### src/rtl/tmr_pkg.sv
package tmr_pkg;
  // address layout
  localparam int WIN_SHIFT = 6;      // 64-byte window per timer
  localparam int REG_SHIFT = 4;      // 16-byte stride between registers
  localparam int GRP_ADDR  = 'h100;  // group control word
  // group control fields
  localparam int CAS_LSB  = 0;
  localparam int DIV_LSB  = 8;
  localparam int ROLL_LSB = 24;
  localparam int BASE_DIV_LOG2 = 3;  // divider 8 at select 0

  typedef enum logic [1:0] {
    RK_CUR  = 2'd0,
    RK_BASE = 2'd1,
    RK_VEC  = 2'd2,
    RK_DST  = 2'd3
  } reg_kind_e;
endpackage

### src/rtl/tmr_prescale.sv
module tmr_prescale #(
  parameter int SELW = 2,
  parameter int MINL = 3
) (
  input  logic            clk,
  input  logic            rst,
  input  logic [SELW-1:0] sel_i,
  output logic            tick_o
);
  localparam int CW = MINL + (1 << SELW) - 1;

  logic [CW-1:0] cnt_q;
  logic [CW-1:0] lim;

  assign lim    = CW'((1 << (MINL + int'(sel_i))) - 1);
  assign tick_o = (cnt_q >= lim);

  always_ff @(posedge clk) begin
    if (rst)         cnt_q <= '0;
    else if (tick_o) cnt_q <= '0;
    else             cnt_q <= cnt_q + 1'b1;
  end

  // ticks never come back to back, because every divider is at least 8
  a_r5_tick_gap: assert property (@(posedge clk) disable iff (rst)
    tick_o |=> !tick_o);
endmodule

### src/rtl/tmr_chan.sv
module tmr_chan #(
  parameter int DW = 32
) (
  input  logic          clk,
  input  logic          rst,
  input  logic          tick_i,
  input  logic          wr_i,
  input  logic [DW-1:0] wdata_i,
  input  logic          low_i,
  input  logic          roll_i,
  output logic [DW-1:0] base_o,
  output logic [DW-1:0] cur_o,
  output logic          carry_o,
  output logic          irq_o
);
  localparam int CNTW = DW - 1;

  logic [DW-1:0]   base_q;
  logic [CNTW-1:0] cnt_q;
  logic [CNTW-1:0] reload;
  logic            tog_q;
  logic            stop;

  assign stop    = base_q[DW-1];
  assign carry_o = tick_i && !stop && (cnt_q == '0);
  assign reload  = (low_i && roll_i) ? {CNTW{1'b1}} : base_q[CNTW-1:0];
  assign base_o  = base_q;
  assign cur_o   = {tog_q, cnt_q};

  always_ff @(posedge clk) begin
    if (rst) begin
      base_q <= {1'b1, {CNTW{1'b0}}};
      cnt_q  <= '0;
      tog_q  <= 1'b0;
      irq_o  <= 1'b0;
    end else begin
      irq_o <= 1'b0;
      if (wr_i) begin
        base_q <= wdata_i;
        if (!wdata_i[DW-1] || stop) begin
          cnt_q <= wdata_i[CNTW-1:0];
        end else begin
          cnt_q <= '0;
          tog_q <= 1'b0;
        end
      end else if (carry_o) begin
        cnt_q <= reload;
        tog_q <= ~tog_q;
        irq_o <= !low_i;
      end else if (tick_i && !stop) begin
        cnt_q <= cnt_q - 1'b1;
      end
    end
  end

  // a stopped timer with no write holds its count
  a_r4_stop_hold: assert property (@(posedge clk) disable iff (rst)
    (stop && !wr_i) |=> $stable(cnt_q));
  // the interrupt lasts one clock
  a_r6_one_cycle: assert property (@(posedge clk) disable iff (rst)
    irq_o |=> !irq_o);
  // the flag flips with every interrupt
  a_r7_flag_flip: assert property (@(posedge clk) disable iff (rst)
    irq_o |-> (tog_q != $past(tog_q)));
  // a chained lower timer never raises an interrupt
  a_r8_low_quiet: assert property (@(posedge clk) disable iff (rst)
    irq_o |-> !$past(low_i));
endmodule

### src/rtl/tmr_group.sv
module tmr_group #(
  parameter int NT = 4,
  parameter int DW = 32,
  parameter int AW = 9
) (
  input  logic          clk,
  input  logic          rst,
  input  logic          we_i,
  input  logic [AW-1:0] addr_i,
  input  logic [DW-1:0] wdata_i,
  output logic [DW-1:0] rdata_o,
  output logic [NT-1:0] irq_o
);
  import tmr_pkg::*;

  localparam int SW = $clog2(NT);
  localparam int NP = NT - 1;

  logic          grp_hit, tmr_hit;
  logic [SW-1:0] sel;
  reg_kind_e     kind;
  logic [1:0]    div_q;
  logic [NP-1:0] cas_q, roll_q;
  logic [DW-1:0] grp_rd;
  logic          ptick;
  logic [NT-1:0] carry;
  logic [DW-1:0] cur_w  [NT];
  logic [DW-1:0] base_w [NT];
  logic [DW-1:0] vec_q  [NT];
  logic [DW-1:0] dst_q  [NT];

  assign grp_hit = (addr_i == AW'(GRP_ADDR));
  assign tmr_hit = (addr_i[AW-1:WIN_SHIFT+SW] == '0) && (addr_i[REG_SHIFT-1:0] == '0);
  assign sel     = addr_i[WIN_SHIFT +: SW];
  assign kind    = reg_kind_e'(addr_i[REG_SHIFT +: 2]);

  always_comb begin
    grp_rd = '0;
    grp_rd[DIV_LSB +: 2]   = div_q;
    grp_rd[CAS_LSB +: NP]  = cas_q;
    grp_rd[ROLL_LSB +: NP] = roll_q;
  end

  always_ff @(posedge clk) begin
    if (rst) begin
      div_q  <= '0;
      cas_q  <= '0;
      roll_q <= '0;
    end else if (we_i && grp_hit) begin
      div_q  <= wdata_i[DIV_LSB +: 2];
      cas_q  <= wdata_i[CAS_LSB +: NP];
      roll_q <= wdata_i[ROLL_LSB +: NP];
    end
  end

  tmr_prescale #(.SELW(2), .MINL(BASE_DIV_LOG2)) u_pre (
    .clk(clk), .rst(rst), .sel_i(div_q), .tick_o(ptick)
  );

  for (genvar k = 0; k < NT; k++) begin : g_ch
    logic tk, lo, ro, wr_base;
    if (k == 0) begin : g_first
      assign tk = ptick;
    end else begin : g_rest
      assign tk = cas_q[k-1] ? carry[k-1] : ptick;
    end
    if (k == NT-1) begin : g_last
      assign lo = 1'b0;
      assign ro = 1'b0;
    end else begin : g_mid
      assign lo = cas_q[k];
      assign ro = roll_q[k];
    end
    assign wr_base = we_i && tmr_hit && (sel == SW'(k)) && (kind == RK_BASE);

    tmr_chan #(.DW(DW)) u_ch (
      .clk(clk), .rst(rst), .tick_i(tk), .wr_i(wr_base), .wdata_i(wdata_i),
      .low_i(lo), .roll_i(ro), .base_o(base_w[k]), .cur_o(cur_w[k]),
      .carry_o(carry[k]), .irq_o(irq_o[k])
    );

    always_ff @(posedge clk) begin
      if (rst) begin
        vec_q[k] <= '0;
        dst_q[k] <= '0;
      end else if (we_i && tmr_hit && (sel == SW'(k))) begin
        if (kind == RK_VEC) vec_q[k] <= wdata_i;
        if (kind == RK_DST) dst_q[k] <= wdata_i;
      end
    end
  end

  always_ff @(posedge clk) begin
    if (rst) begin
      rdata_o <= '0;
    end else begin
      rdata_o <= '0;
      if (grp_hit) begin
        rdata_o <= grp_rd;
      end else if (tmr_hit) begin
        unique case (kind)
          RK_CUR:  rdata_o <= cur_w[sel];
          RK_BASE: rdata_o <= base_w[sel];
          RK_VEC:  rdata_o <= vec_q[sel];
          RK_DST:  rdata_o <= dst_q[sel];
        endcase
      end
    end
  end

  // interrupts stay low in the first cycle after reset
  a_r1_quiet_after_reset: assert property (@(posedge clk)
    $past(rst) |-> (irq_o == '0));
endmodule

### config.mk
export PLATFORM = sky130hd
export DESIGN_NAME = tmr_group
export DESIGN_NICKNAME = d
export VERILOG_FILES = /design/src/rtl/tmr_pkg.sv /design/src/rtl/tmr_prescale.sv /design/src/rtl/tmr_chan.sv /design/src/rtl/tmr_group.sv
export SDC_FILE = /design/constraint.sdc
export NUM_CORES = 1
export LEC_CHECK = 0
export BUFFER_PORTS_ARGS = -buffer_cell sky130_fd_sc_hd__buf_2
export CORE_ASPECT_RATIO = 1.5
export CORE_MARGIN = 2
export CORE_UTILIZATION = 40
export DETAILED_ROUTE_END_ITERATION = 8
export GPL_ROUTABILITY_DRIVEN = 0
export MAX_ROUTING_LAYER = met4
export PLACE_DENSITY_LB_ADDON = 0.08
export SYNTH_ARGS = -nofsm -noshare
export SYNTH_HDL_FRONTEND = slang
export SYNTH_SLANG_ARGS = --single-unit
### constraint.sdc
create_clock -name clk -period 6.31 [get_ports clk]
set_input_delay 1.262 -clock clk [delete_from_list [all_inputs] [get_ports clk]]
set_output_delay 1.262 -clock clk [all_outputs]
set_load 0.005 [all_outputs]
==> reports/summary.md, run 1 <==
The flow ran to the end, and the final reports show no timing, DRC or antenna violations. The y dimension of the die is 332 um. The worst setup path is of the register to register kind. The total vias in the final route is 22600. The most critical setup path has its endpoint at g_ch[3].u_ch.cnt_q[3]$_SDFFE_PP0P_. Most common cell in the netlist: nand2_1. TritonCTS built the clock tree.

For the buffer count from post-CTS setup fixing, the log shows 0. The synthesized area per cell is 10.3 um2. The H-tree depth reported by CTS is 2. The tools report the total power of the final layout as 8.01 mW.

After layout, the worst setup slack is 1580 ps. The synthesized design devotes to its leading area cell type 26.8% of total area. The number of remaining DRC errors is 0, and the number of gates given a new drive strength after cts is 0. The first global-routing pass estimated 153000 um of wire. Sequential cells were found to cover 48.1% of the synthesized design area. The combinational family with the most area after synthesis was simple AND/OR/NAND/NOR gates. For the worst-skew pair, the clock arrives at the later sink with an insertion delay of 650 ps. In the final timing run, aggregate negative setup slack is 0 ps. The most instantiated flip-flop cell in the synthesis netlist is dfxtp_1.

Top cell type by total area after synthesis: edfxtp_1. Counting flops and latches in the post-synthesis netlist gives 562. After synthesis, the most frequently instantiated cells are 410 x nand2_1, 306 x dfxtp_1, 287 x and2_1. The number of hold violations in the final report was 0; the utilization after layout was 44.6%. The worst supply voltage drop on vdd was 199 uV; the adder-cell share of the synthesized area was 0.436%. The synthesized netlist occupies a cell area of 28700 um2.

The floorplan has 120 rows. The first TritonRoute pass finished after 6 iterations. Count of nets left with antenna violations after detail routing: 0. Once the floorplan was initialized, standard cells occupied 40.3% of the core. Counting distinct cell types in the post-synthesis netlist gives 91.

On the final layout, the worst hold slack is 471 ps. Setup repair after global routing left no endpoint under its margin. Setup violations remaining at the end of the flow were counted as 0. The post-synthesis share of cell area spent on xor and xnor gates is 2.47%. The net count of the finished layout is 2765. Data on the critical path arrives at its endpoint at 5270 ps.

The number of input and output port buffers inserted was 79; the clock input transition at the sequential cells of the worst setup and hold paths was 60 ps. The capture instance of the worst register-to-register path is g_ch[3].u_ch.cnt_q[3]$_SDFFE_PP0P_. For the pin with the worst max-slew slack, the measured transition is 1250 ps.

The cell area power density works out to 252 nW/um2. The die covers 74000 um2. The analysis attributes to cell leakage a power of 11.2 nW. The cell at the root of the clock tree is clkbuf_16. Timing would allow up to 212 MHz. The worst reg-to-reg setup slack was 1580 ps; the fraction of final layout cells with drive strength greater than 1 was 16.4%. The area fraction in compound gates after synthesis was 12.9%; the final number of max-transition violations was 0.

Of all flip-flops after synthesis, the portion carrying an async set or reset was 0%. By area the synthesized netlist is led by edfxtp_1 27%, dfxtp_1 21%, mux4_2 12%. After detailed routing, the average wire length per cell comes to 28.4 um. Max-cap violations in this run came to 0. The logic depth of the worst register-to-register path is 9, and the normalized max-slew margin is 16.6%. The total overflow left after global routing is 0. The number of clock buffers added by TritonCTS is 58. After Yosys synthesis, and, or, nand and nor cells account for 18.9% of the synthesized area. Detailed placement ended at an HPWL of 71500 um.

Counting every sink on the clock net gives 562. Timing analysis after detailed placement gives a worst setup slack of 1480 ps. The maximum fanout encountered on the critical timing path came out at 10.

The path class of the tightest hold or removal check is register to register. STA classifies the critical path endpoint as a register. Hold repair after CTS inserted 0 buffers. The final worst-path cycle share works out to 74.9%. The startpoint of the most critical register-to-register path is g_ch[2].u_ch.cnt_q[0]$_SDFFE_PP0P_. The routed design has 104000 um of wire. The count of flip-flops with a built-in enable after synthesis works out to 256. Global routing used 28.8% of the available tracks across all layers.

The initial antenna violation count is 1. The synthesized instance count was 2777; the number of global-route vias before repair was 21900. The tools report the critical path launch point type as a register. Data on the critical path is required at its endpoint by 6850 ps.

The tools report the number of I/O pins as 80. The area added between synthesis and finish was 10.8%. The number of nets produced by synthesis is 2831, and the number of warnings reported in the yosys synthesis log is 0. Of the post-synthesis cell area, the part taken by muxes is 13.3%. The worst path needs 4730 ps of the cycle, external delays included. The area of the placeable core is 71300 um2. The number of DRC markers in iteration 0 was 2872; the largest net degree at the start of global routing was 81. Tracing the worst setup path back leads to its startpoint at g_ch[2].u_ch.cnt_q[0]$_SDFFE_PP0P_. Via-per-instance ratio: 6.15.

The longest clock path from root to sink contains 3 buffers. The die span in x came out at 223 um. For the final database, setup skew stands at 20.8 ps.
per-stage QoR:
stage / instance area (um2) / std cells
detailed placement: 29800 / 3566
floorplan: 28700 / 2777
global route: 31800 / 3674
CTS: 31800 / 3674
global placement: 29800 / 3566
finish: 31800 / 3678
state kept, by name, indices dropped and copies added, names as in the netlist, 4 cells and up:
register / flops
u_pre.cnt_q: 6
g_ch.u_ch.base_o: 128
vec_q: 128
g_ch.u_ch.cnt_q: 124
g_ch.u_ch.irq_o: 4
dst_q: 128
rdata_o: 32
g_ch.u_ch.tog_q: 4
worst min path at each step:
stage                                           endpoint  cells past startpoint                                  from  slack (ps)
floorplan                g_ch[3].u_ch.tog_q$_SDFFE_PP0P_                      1       g_ch[3].u_ch.tog_q$_SDFFE_PP0P_         430
detailed placement             u_pre.cnt_q[0]$_SDFF_PP0_                      1             u_pre.cnt_q[0]$_SDFF_PP0_         460
global route        g_ch[3].u_ch.base_o[27]$_SDFFE_PP0P_                      2  g_ch[3].u_ch.base_o[27]$_SDFFE_PP0P_         490
finish                         u_pre.cnt_q[0]$_SDFF_PP0_                      1             u_pre.cnt_q[0]$_SDFF_PP0_         470
CTS                 g_ch[3].u_ch.base_o[11]$_SDFFE_PP0P_                      2  g_ch[3].u_ch.base_o[11]$_SDFFE_PP0P_         470
global placement               u_pre.cnt_q[0]$_SDFF_PP0_                      1             u_pre.cnt_q[0]$_SDFF_PP0_         450
layer usage:
| layer | track usage [%] | vias to the layer above | share of wire [%] | routed length (um) |
|---|---|---|---|---|
| met3 | 3.68 | 276 | 6.6 | 6910 |
| met2 | 45.7 | 1031 | 48 | 49800 |
| li1 | - | 10000 | - | - |
| met1 | 36.9 | 11300 | 41 | 42300 |
| met4 | 12.9 | 0 | 5.0 | 5260 |
| met5 | - | - | 0 | 0 |
worst max-delay path, stage by stage (launching register included):
cell and delay, ps:
dfxtp_1 340, inv_1 100, ha_1 210, nor4b_1 840, nand4_2 620, nor2_1 400
o2111ai_2 410, a21boi_0 1070, mux2_2 420, a211oi_1 200
where the power goes:
group	total (mW)	internal, mW	leakage, nW	switching [mW]
registers	3.91	3.89	4.89	0.0259
logic	0.463	0.162	5.38	0.300
clock network	3.64	2.10	0.970	1.54
cells by family after synthesis:
| group | after synthesis |
|---|---|
| compound gates | 577 |
| buf+inv | 279 |
| mux | 181 |
| fa+ha+maj | 10 |
| flops | 562 |
| other cells | 1 |
| xor+xnor | 81 |
| simple gates | 1086 |
layout make-up:
cell class	instances	area [um2]
Fill cell	6601	39500
Clock inverter	35	388
Multi-Input combinational cell	1936	14000
Timing Repair Buffer	131	807
Antenna cell	4	10.0
Inverter	22	82.6
Sequential cell	562	13800
Clock buffer	73	1580
Tap cell	915	1140
cell usage in the layout (no fill, tap or decap), types with 9 or more instances in the layout:
cell / Yosys / routed
nand2_1: 410 / 409
dfxtp_1: 306 / 306
and2_1: 287 / 287
edfxtp_1: 256 / 256
a21oi_1: 185 / 182
mux4_2: 159 / 159
nor2_1: 151 / 140
o21ai_0: 120 / 112
buf_2: 16 / 76
a31oi_1: 59 / 59
clkbuf_16: 0 / 59
nor3_1: 58 / 57
o211ai_1: 53 / 53
buf_4: 5 / 52
xor2_1: 43 / 43
xnor2_1: 38 / 38
nor4_1: 38 / 38
or3_1: 32 / 31
a311oi_1: 31 / 31
inv_1: 22 / 21
nand3_1: 20 / 20
mux2i_1: 18 / 18
a211oi_1: 14 / 14
clkinv_2: 0 / 14
nand2b_1: 15 / 12
nand4_1: 11 / 11
a22o_1: 11 / 11
or4_1: 10 / 10
o21ai_4: 1 / 10
ha_1: 10 / 10
or2_2: 9 / 9
nor2_2: 2 / 9
clkinv_1: 0 / 9
clkbuf_1: 200 / 9
No activity file was read; power rests on OpenSTA's default activity.
==> run 2: changes to the inputs <==
--- a/config.mk
+++ b/config.mk
@@ -5,6 +5,7 @@
 export SDC_FILE = /design/constraint.sdc
 export NUM_CORES = 1
 export LEC_CHECK = 0
+export ABC_AREA = 1
 export BUFFER_PORTS_ARGS = -buffer_cell sky130_fd_sc_hd__buf_2
 export CORE_ASPECT_RATIO = 1.5
 export CORE_MARGIN = 2
==> constraint.sdc (replaced) <==
create_clock -name clk -period 4.6 [get_ports clk]
set_input_delay 0.92 -clock clk [delete_from_list [all_inputs] [get_ports clk]]
set_output_delay 0.92 -clock clk [all_outputs]
set_load 0.005 [all_outputs]
==> run 2 against run 1 <==
  * Area after synthesis decreased by 0.50%
  * Core utilization grew 0.25 points
  * Non-clock buffer count is 33 higher
  * Sequential share of layout area shrank 0.060 points
  * Critical endpoint is now g_ch[3].u_ch.cnt_q[2]$_SDFFE_PP0P_
  * Via count is 22% higher
  * Highest routed layer unchanged
==> reports/summary.md, run 2 <==
The run finished with clean final reports. Filler cell count in the final layout: 7155 (+8.4%). The post-synthesis mux area share was 0% (-13 points).

The tools report the number of hold violations in the final report as 0 (unchanged). The run gives 562 (unchanged) as the number of clock sinks. The synthesized area per cell was 7.84 um2 (-24%); the number of input and output port buffers inserted was 79 (unchanged). The most common cell in the netlist is nand2_1.

Die span in x: 222 um (-0.24%). The cell at the root of the clock tree is clkbuf_16. The run gives 28600 um2 (-0.50%) as the mapped cell area.

Walking the worst path, the cells encountered are inv_1 > ha_1 > nand2_1 > nor2_2 > nand4_1 > nor2_1 > nand3_2 > nand2_2 > nand3_4 > nand2_4 > nand2_4 > nand2_4 > inv_1 > nor2_1 > a21oi_1. For the distinct cell type count after synthesis, the log shows 58 (-36%). Setup repair after global routing left no endpoint under its margin.

Total of endpoints with negative setup slack in the final report: 0 (unchanged). The largest net degree at the start of global routing is 139 (+72%). The type of the most critical hold path is register to register. For the total power of the final layout, the log shows 11.1 mW (+38%). The combinational cell fraction of total power is 6.6% (+0.8 points), and the flop and latch count out of synthesis is 562 (unchanged). The run gives 17.5% (+0.87 points) as the normalized max-slew margin.

The top cell type by total area after synthesis is edfxtp_1. Sorting the synthesized cells by how often they occur yields 813 x nand2_1, 522 x nor2_1, 306 x dfxtp_1. The logs give 47800 um (+13%) for the met1 layer wirelength in the final routing and 0 (unchanged) for the final number of max-transition violations.

The count of flip-flops with a built-in enable after synthesis is 256 (unchanged). The run gives 4310 ps (-960 ps) as the signal arrival time at the worst endpoint. The run gives 185000 um (+22%) as the wire length of the first global-routing pass.

Part of the Yosys area used for sequential elements: 48.3% (+0.24 points). The share of Yosys cell area claimed by the top area cell type came out at 26.9% (+0.13 points). The number of warnings reported in the yosys synthesis log was 0 (unchanged); the number of remaining DRC errors was 0 (unchanged). The maximum fanout encountered on the critical timing path is 52 (+42), and the area of the multi-input gates is 13000 um2 (-7.2%). Critical-path cell with the highest stage delay: nand2_4. The fraction of final layout cells with drive strength greater than 1 is 9.60% (-6.8 points). After synthesis, the largest family of logic cells by area is simple AND/OR/NAND/NOR gates. The relative contribution of the clock network to total power came out at 44.9% (-0.5 points). In this design, the critical path's most frequently occurring cell is nand2_4. The run gives 129000 um (+24%) as the total wire length. The sequential share of power was 48.5% (-0.3 points); the final routed wire length divided by cell count was 28.4 um (about the same).

For the hold-fix buffer count after cts, the log shows 0 (unchanged). Most common cell after layout, fill and taps aside: nand2_1. Post-synthesis share of cell area spent on xor and xnor gates: 2.91% (+0.44 points). The logs give 2 (+1) for the initial antenna violation count and 0 (unchanged) for the total congestion overflow.

For the static leakage power, the log shows 12.8 nW (+14%). The clock tree buffer depth came out at 3 (unchanged). The area fraction in compound gates after synthesis is 17.1% (+4.2 points), and the total net switching power is 2.75 mW (+47%).

The share of async-settable or async-resettable flops after synthesis came out at 0% (unchanged). The number of CTS-inserted buffers is 57 (-1.7%), and the setup total negative slack is 0 ps (unchanged). The net switching share of the total power is 24.8% (+1.5 points).

The adder-cell share of the synthesized area is 0.438% (+0.0022 points). Clock input transition at the sequential cells of the worst setup and hold paths: 60 ps (about the same). The number of rows created at floorplan was 120 (unchanged); the pin slew with the least headroom to its limit was 1240 ps (-11.4 ps). The area added between synthesis and finish came out at 11.5%. For the source-to-sink clock delay at the later pin of the worst-skew pair, the log shows 670 ps (+20 ps).

The total vias in the final route came out at 27700 (+22%). The number of DRC markers in iteration 0 came out at 3621 (+26%). The via-per-instance ratio works out to 6.07 (-1.3%).

The final worst clock skew is 37.0 ps (+16.1 ps). The number of global-route vias before repair is 26200 (+20%). By startpoint and endpoint, the worst setup path is classified as register to register. The count of nets left with antenna violations after detail routing is 0 (unchanged), and the final worst hold slack is 471 ps (+0.618 ps). For the first-pass iteration count of the detailed router, the log shows 6 (unchanged). The run gives 40.2% (about the same) as the initial core utilization. Highest routed metal layer: met4.

The y dimension of the die is 331 um (-0.25%), and the simple-gate portion of the synthesized area is 24.5% (+5.6 points). The data required time at the worst endpoint is 5140 ps (-1710 ps), and the die outline area is 73700 um2 (-0.49%). The worst setup path is launched from a register. The worst setup path is captured at a register.

For the max-cap check violation count, the log shows 0 (unchanged). The buffer count from post-CTS setup fixing was 0 (unchanged). The net count of the finished layout is 3650 (+32%). The minimum clock period came out at 3770 ps (-956 ps). The final worst-path cycle share was 82.0% (+7.1 points). The tools report the met2 routed wirelength as 58600 um (+18%). The logs give 80 (unchanged) for the number of I/O pins and 8.32 mW (+35%) for the internal power. The area of the placeable core was 71000 um2 (-0.42%); the number of nets produced by synthesis was 3700 (+31%). The worst supply voltage drop on vdd was 304 uV (+53%). For this run, the leading register cell type out of synthesis is dfxtp_1. The length of routed met3 wiring is 11200 um (+62%), and the total routing resource utilization after global routing is 35.5% (+6.7 points).

Fmax: 265 MHz (+25%). The run gives 0 (unchanged) as the number of gates given a new drive strength after cts. By area the synthesized netlist is led by edfxtp_1 27%, dfxtp_1 21%, nand2_1 11%.

Synthesized instance count: 3646 (+31%). Sum of net half-perimeters after detailed placement: 87800 um (+23%). The maximum cell stage delay along the critical path works out to 510 ps (-560 ps). The library cells used most frequently in the layout, excluding fill and tap cells, are 812 x nand2_1, 515 x nor2_1, 306 x dfxtp_1. The register area is 13800 um2 (unchanged). The cell area power density is 347 nW/um2 (+38%), and the H-tree depth reported by CTS is 2 (unchanged). TritonCTS built the clock tree.
==> run 2: cell types whose count changed after synthesis, sizes merged, moves of 52 or more <==
| cell | delta |
|---|---|
| a21oi | +52 |
| a22oi | +102 |
| a31oi | +67 |
| and2 | -287 |
| inv | +194 |
| mux4 | -160 |
| nand2 | +410 |
| nand3 | +139 |
| nand4 | +68 |
| nor2 | +387 |
| o21ai | +100 |
==> run 2: worst paths after layout <==
check | depth (start not counted) | end | slack (ps) | start
max | 15 | g_ch[3].u_ch.cnt_q[2]$_SDFFE_PP0P_ | 830 | g_ch[1].u_ch.cnt_q[0]$_SDFFE_PP0P_
min | 2 | g_ch[2].u_ch.base_o[1]$_SDFFE_PP0P_ | 470 | g_ch[2].u_ch.base_o[1]$_SDFFE_PP0P_
max reg2reg | 15 | g_ch[3].u_ch.cnt_q[2]$_SDFFE_PP0P_ | 830 | g_ch[1].u_ch.cnt_q[0]$_SDFFE_PP0P_
min reg2reg | 2 | g_ch[2].u_ch.base_o[1]$_SDFFE_PP0P_ | 470 | g_ch[2].u_ch.base_o[1]$_SDFFE_PP0P_
==> run 2: cells by family (layout without fill, tap and decap cells) <==
family	count (synthesis)	count (layout)
other	1	4
AND/OR/NAND/NOR	1671	1671
adder cells (fa/ha/maj)	10	10
AO/OA/AOI/OAI	816	816
XOR/XNOR	95	95
flip-flops	562	562
buffers and inverters	491	489
==> run 2: worst max-delay path, delay by kind of cell (launching register included) <==
| kind | cells | cell delay (ps) |
|---|---|---|
| simple gates | 11 | 2310 |
| buf+inv | 2 | 510 |
| flops | 1 | 400 |
| fa+ha+maj | 1 | 280 |
| compound gates | 1 | 90 |
==> run 2: metal layers <==
layer	vias to the layer above	global-route usage [%]
li1	12400	-
met1	13300	42.4
met2	1620	54.2
met3	413	5.43
met4	0	26.4
met5	-	-
==> run 2: cell type report <==
type,instances,share of cell area [%]
Antenna cell,3,0.0236
Clock inverter,23,0.836
Tap cell,915,3.59
Timing Repair Buffer,164,3.49
Multi-Input combinational cell,2593,40.8
Clock buffer,84,5.33
Inverter,218,2.61
Sequential cell,562,43.3
==> run 2: stage by stage <==
| stage | utilization (%) | worst slack, ps | cell area (um2) | cells |
|---|---|---|---|---|
| CTS | 44.9 | 975 | 31900 | 4559 |
| floorplan | - | -32.1 | 28600 | 3646 |
| global placement | 42.1 | 971 | 29900 | 4452 |
| detailed placement | 42.1 | 1020 | 29900 | 4452 |
| global route | 44.9 | 606 | 31900 | 4560 |
| finish | 44.9 | 829 | 31900 | 4562 |
==> run 2: power by group through the flow <==
stage,Combinational [mW],Clock [mW],Sequential (mW)
after floorplan,0.371,0,5.48
after global placement,0.702,0,5.48
after detailed placement,0.703,0,5.48
after CTS,0.705,5.01,5.37
after global routing,0.755,5.21,5.38
final,0.726,4.97,5.37
